### src/rtl/status_link_pkg.sv
package status_link_pkg;

  localparam int DEF_PREAMBLE_LEN = 20;
  localparam int DEF_PAYLOAD_W    = 10;
  localparam int DEF_SYNC_STAGES  = 2;

  typedef enum logic [1:0] {
    PH_PREAMBLE = 2'd0,
    PH_MARKER   = 2'd1,
    PH_PAYLOAD  = 2'd2
  } frame_phase_e;

  function automatic frame_phase_e phase_of(input int pos, input int pre_len);
    if (pos < pre_len)       return PH_PREAMBLE;
    else if (pos == pre_len) return PH_MARKER;
    else                     return PH_PAYLOAD;
  endfunction

endpackage

### src/rtl/sclk_edge_sync.sv
module sclk_edge_sync #(
  parameter int STAGES = 2
) (
  input  logic clk,
  input  logic rst,
  input  logic sclk_in,
  output logic fall_o
);
  logic [STAGES:0] chain_q;

  always_ff @(posedge clk) begin
    if (rst) chain_q[0] <= 1'b0;
    else     chain_q[0] <= sclk_in;
  end

  for (genvar i = 1; i <= STAGES; i++) begin : g_stage
    always_ff @(posedge clk) begin
      if (rst) chain_q[i] <= 1'b0;
      else     chain_q[i] <= chain_q[i-1];
    end
  end

  assign fall_o = chain_q[STAGES] & ~chain_q[STAGES-1];
endmodule

### src/rtl/frame_counter.sv
module frame_counter #(
  parameter int FRAME_LEN = 31,
  parameter int CNT_W     = $clog2(FRAME_LEN)
) (
  input  logic             clk,
  input  logic             rst,
  input  logic             step_i,
  output logic [CNT_W-1:0] cnt_o,
  output logic [CNT_W-1:0] cnt_next_o,
  output logic             wrap_o
);
  localparam logic [CNT_W-1:0] LAST = CNT_W'(FRAME_LEN - 1);

  logic [CNT_W-1:0] cnt_q;

  always_comb begin
    if (!step_i)            cnt_next_o = cnt_q;
    else if (cnt_q == LAST) cnt_next_o = '0;
    else                    cnt_next_o = cnt_q + CNT_W'(1);
  end

  always_ff @(posedge clk) begin
    if (rst) cnt_q <= '0;
    else     cnt_q <= cnt_next_o;
  end

  assign wrap_o = step_i && (cnt_q == LAST);
  assign cnt_o  = cnt_q;
endmodule

### src/rtl/status_shifter.sv
module status_shifter
  import status_link_pkg::*;
#(
  parameter int PREAMBLE_LEN = 20,
  parameter int PAYLOAD_W    = 10,
  parameter int CNT_W        = 5
) (
  input  logic                 clk,
  input  logic                 rst,
  input  logic                 load_i,
  input  logic                 step_i,
  input  logic [PAYLOAD_W-1:0] pins_i,
  input  logic [CNT_W-1:0]     cnt_next_i,
  output logic [PAYLOAD_W-1:0] hold_o,
  output logic                 sdo_o
);
  localparam int IDX_W = (PAYLOAD_W > 1) ? $clog2(PAYLOAD_W) : 1;
  localparam logic [CNT_W-1:0] LAST = CNT_W'(PREAMBLE_LEN + PAYLOAD_W);

  logic [PAYLOAD_W-1:0] hold_q;
  logic [IDX_W-1:0]     pidx;
  logic                 bit_d;
  logic                 sdo_q;

  always_ff @(posedge clk) begin
    if (rst || load_i) hold_q <= pins_i;
  end

  assign pidx = IDX_W'(LAST - cnt_next_i);

  always_comb begin
    case (phase_of(int'(cnt_next_i), PREAMBLE_LEN))
      PH_PREAMBLE: bit_d = 1'b0;
      PH_MARKER:   bit_d = 1'b1;
      default:     bit_d = hold_q[pidx];
    endcase
  end

  always_ff @(posedge clk) begin
    if (rst)         sdo_q <= 1'b0;
    else if (step_i) sdo_q <= bit_d;
  end

  assign hold_o = hold_q;
  assign sdo_o  = sdo_q;
endmodule

### src/rtl/status_frame_responder.sv
module status_frame_responder
  import status_link_pkg::*;
#(
  parameter int PREAMBLE_LEN = DEF_PREAMBLE_LEN,
  parameter int PAYLOAD_W    = DEF_PAYLOAD_W,
  parameter int SYNC_STAGES  = DEF_SYNC_STAGES
) (
  input  logic                 clk,
  input  logic                 rst,
  input  logic                 sclk_in,
  input  logic [PAYLOAD_W-1:0] pins_in,
  output logic                 sdo_out
);
  localparam int FRAME_LEN = PREAMBLE_LEN + 1 + PAYLOAD_W;
  localparam int CNT_W     = $clog2(FRAME_LEN);

  logic                 fall_w;
  logic                 wrap_w;
  logic [CNT_W-1:0]     cnt_w;
  logic [CNT_W-1:0]     cnt_next_w;
  logic [PAYLOAD_W-1:0] hold_w;

  sclk_edge_sync #(.STAGES(SYNC_STAGES)) u_sync (
    .clk     (clk),
    .rst     (rst),
    .sclk_in (sclk_in),
    .fall_o  (fall_w)
  );

  frame_counter #(.FRAME_LEN(FRAME_LEN), .CNT_W(CNT_W)) u_cnt (
    .clk        (clk),
    .rst        (rst),
    .step_i     (fall_w),
    .cnt_o      (cnt_w),
    .cnt_next_o (cnt_next_w),
    .wrap_o     (wrap_w)
  );

  status_shifter #(
    .PREAMBLE_LEN (PREAMBLE_LEN),
    .PAYLOAD_W    (PAYLOAD_W),
    .CNT_W        (CNT_W)
  ) u_shift (
    .clk        (clk),
    .rst        (rst),
    .load_i     (wrap_w),
    .step_i     (fall_w),
    .pins_i     (pins_in),
    .cnt_next_i (cnt_next_w),
    .hold_o     (hold_w),
    .sdo_o      (sdo_out)
  );
endmodule

### config.mk
export PLATFORM = sky130hd
export DESIGN_NAME = status_frame_responder
export DESIGN_NICKNAME = d
export VERILOG_FILES = /design/src/rtl/status_link_pkg.sv /design/src/rtl/sclk_edge_sync.sv /design/src/rtl/frame_counter.sv /design/src/rtl/status_shifter.sv /design/src/rtl/status_frame_responder.sv
export SDC_FILE = /design/constraint.sdc
export NUM_CORES = 1
export LEC_CHECK = 0
export BUFFER_PORTS_ARGS = -buffer_cell sky130_fd_sc_hd__buf_2
export CAP_MARGIN = 20
export CELL_PAD_IN_SITES_DETAIL_PLACEMENT = 1
export CELL_PAD_IN_SITES_GLOBAL_PLACEMENT = 1
export CORE_ASPECT_RATIO = 1.25
export CORE_MARGIN = 2
export CORE_UTILIZATION = 49
export CTS_BUF_LIST = sky130_fd_sc_hd__clkbuf_2
export DETAILED_ROUTE_END_ITERATION = 7
export PLACE_DENSITY_LB_ADDON = 0.1
export SYNTH_ARGS = -nofsm -noshare
export SYNTH_HDL_FRONTEND = slang
export SYNTH_HIERARCHICAL = 1
export SYNTH_SLANG_ARGS = --single-unit
export TNS_END_PERCENT = 1
### constraint.sdc
create_clock -name clk -period 5.3 [get_ports clk]
set_input_delay 0.265 -clock clk [delete_from_list [all_inputs] [get_ports clk]]
set_output_delay 0.265 -clock clk [all_outputs]
set_load 0.01 [all_outputs]
==> results.cfg <==
[clocking]
cts_max_path_buffers = 2
cts.htree.levels = 1
cts-buffers-inserted = 3
cts_sinks = 19
cts_tree = built
hold_buffers = 0
clk_latency_ns = 0.29
path_clk_slew_ns = 0.17
clockRootBuffer = clkbuf_2
postCtsSetupBuffers = 0
cts_resized = 0

[global_routing]
antenna_found_initial = 0
grt_pass1_wl_um = 2590
grt_pass1_vias = 627
grt_use_total_pct = 15.8
grt_overflow_total = 0
grt_max_degree = 11

[synth]
dominantRegCellSynth = edfxtp_1
syn_nets = 93
netlist_area_um2 = 893
yosysSeqAreaShare_pct = 53.8
ys_types = 30
ys_seq_elements = 19
ys_warn_count = 6
async_flop_share_pct = 0
synth-edff-count = 10
postSynthAreaPerCell_um2 = 11.8
netlist_instances = 76

[final_layout]
antenna_cells = 0
multi_input_comb_area_um2 = 398
n_fill_cell = 210
final_nets = 111
regArea_um2 = 480
final_layout_size_suffix_gt1_share_pct = 25.8
syn_to_final_growth_pct = 12.2

[worst_setup_path]
cpMaxStageDelayCell = dfxtp_1
worstSetupStartpointType = register
crit_buf_inv = 2
path_cells = inv_1, ha_1, nand2_1, nor2_1, a211oi_1, inv_1, ha_1, mux4_1, mux2_2, nor3b_2, a2111oi_2
cpPeakStageDelay_ns = 0.43
critical_path_arrival_ns = 2.81
path_delay_family = adder cells
end_kind = register
cp.required_ns = 5.48
path_class = register to register
crit_fanout = 5

[sta]
post-route-period-util_pct = 49.6
drv_slew = 0
skew_ns = 0.0125
period_minus_slack_ns = 2.63
relSlewSlack_pct = 73.4
max_freq_mhz = 380
tightest_slew_ns = 0.388
fin_tns_setup_ns = 0
rsz0062_at_grt = no
hold_violations = 0
finalSetupViolCount = 0
timing.hold.ws_ns = 0.136

[floorplanning]
rows = 17
start_util_pct = 51.2
die_area_mm2 = 0.00218
pin_count = 14
die_x_um = 42.2
die_y_um = 51.7
coreArea_mm2 = 0.00174

[placed_design]
place_hpwl_um = 1220
numPortBuffers = 13
gp_congestion = 0.802

[routing]
drc = 0
avgViaCountPerCell = 5.63
ant_nets = 0
vias = 631
routedWlPerCell_um = 13.7
drt_iter0_markers = 5
firstDrtPassIters = 4
drt-total-wl_um = 1540

[worst_hold_path]
hp-class = primary input to register

[power]
power_density_mw_per_mm2 = 246
vdd_drop_max_uv = 171
power_leakage_nw = 0.372

[status]
outcome = finished, final reports clean

[run]
maxCapViolCount = 0
cells by family after synthesis:
kind of cell | Yosys count | share of synthesized area [%]
simple gates | 29 | 17.8
flops | 19 | 53.8
compound gates | 14 | 10.8
buf+inv | 4 | 1.68
mux | 4 | 8.40
fa+ha+maj | 4 | 5.60
xor+xnor | 2 | 1.96
routing by layer:
layer / part of all wire [%] / GRT usage [%] / up-vias
li1: - / - / 318
met1: 42 / 18.4 / 300
met2: 55 / 28.7 / 13
met3: 3.4 / 3.13 / 0
met4: 0 / 5.73 / 0
met5: 0 / 0 / -
synthesized netlist by cell type (all sizes together) (2+ instances only):
| cell | count | area share (%) |
|---|---|---|
| a2111oi | 2 | 2.7 |
| a21oi | 4 | 2.2 |
| dfxtp | 9 | 20 |
| edfxtp | 10 | 34 |
| ha | 4 | 5.6 |
| inv | 4 | 1.7 |
| mux2 | 2 | 2.5 |
| mux4 | 2 | 5.9 |
| nand2 | 8 | 3.4 |
| nand3 | 3 | 2.2 |
| nor2 | 6 | 2.5 |
| nor2b | 3 | 2.1 |
| o21ai | 3 | 1.7 |
| xnor2 | 2 | 2.0 |
per-stage QoR:
stage	power [mW]	worst slack [ns]	instance area, um2	util, %	instances
2_1_floorplan	0.181	2.92	893	-	76
3_3_place_gp	0.190	2.76	982	56.3	108
3_5_place_dp	0.191	2.67	982	56.3	108
4_1_cts	0.252	2.62	1000	57.5	112
5_1_grt	0.262	2.42	1000	57.5	112
6_report	0.247	2.67	1000	57.5	112
path summary, 6_finish.rpt:
| check | depth (start not counted) | from | end | slack [ns] |
|---|---|---|---|---|
| worst min register to register | 1 | u_sync/chain_q[0] | u_sync/chain_q[1] | 0.47 |
| worst max register to register | 11 | u_cnt/cnt_o[0] | u_shift/sdo_o | 2.67 |
| worst min-delay path | 1 | pins_in[7] | u_shift/hold_o[7] | 0.14 |
| worst max-delay path | 11 | u_cnt/cnt_o[0] | u_shift/sdo_o | 2.67 |
registers in the layout (all words and copies together) (netlist names):
signal          flops
u_cnt/cnt_o         5
u_sync/chain_q      3
u_shift/hold_o     10
u_shift/sdo_o       1
cells in the final DEF (no fill, tap or decap):
cell type / netlist / final
buf_2: 0 / 13
edfxtp_1: 10 / 10
dfxtp_1: 9 / 9
nand2_1: 8 / 8
nor2_1: 6 / 6
clkbuf_2: 0 / 4
a21oi_1: 4 / 4
inv_1: 4 / 4
ha_1: 4 / 4
o21ai_0: 3 / 3
nor2b_1: 3 / 3
nand3_1: 2 / 2
mux2_2: 2 / 2
xnor2_1: 2 / 2
mux4_1: 2 / 2
a22oi_1: 1 / 1
or3_1: 1 / 1
a31oi_1: 1 / 1
nand3_2: 1 / 1
a211oi_1: 1 / 1
nand4_1: 1 / 1
nand2b_1: 1 / 1
or3b_1: 1 / 1
nor3_1: 1 / 1
a2111oi_0: 1 / 1
or2_2: 1 / 1
nand3b_1: 1 / 1
o31ai_1: 1 / 1
a41oi_1: 1 / 1
nor3b_2: 1 / 1
a2111oi_2: 1 / 1
and2b_2: 1 / 1
cell type report:
cell class | count | share of cell area [%]
clock buffers | 4 | 2.00
multi-input cells | 53 | 39.7
repair buffers | 13 | 6.49
inverters | 4 | 1.50
well taps | 19 | 2.37
flip-flops and latches | 19 | 47.9
power by group:
part	switching, mW	internal [mW]	total [mW]
sequential	0.00218	0.163	0.165
clock	0.0398	0.0200	0.0598
combinational	0.0104	0.0113	0.0216
(Power assumes the default switching activity.)
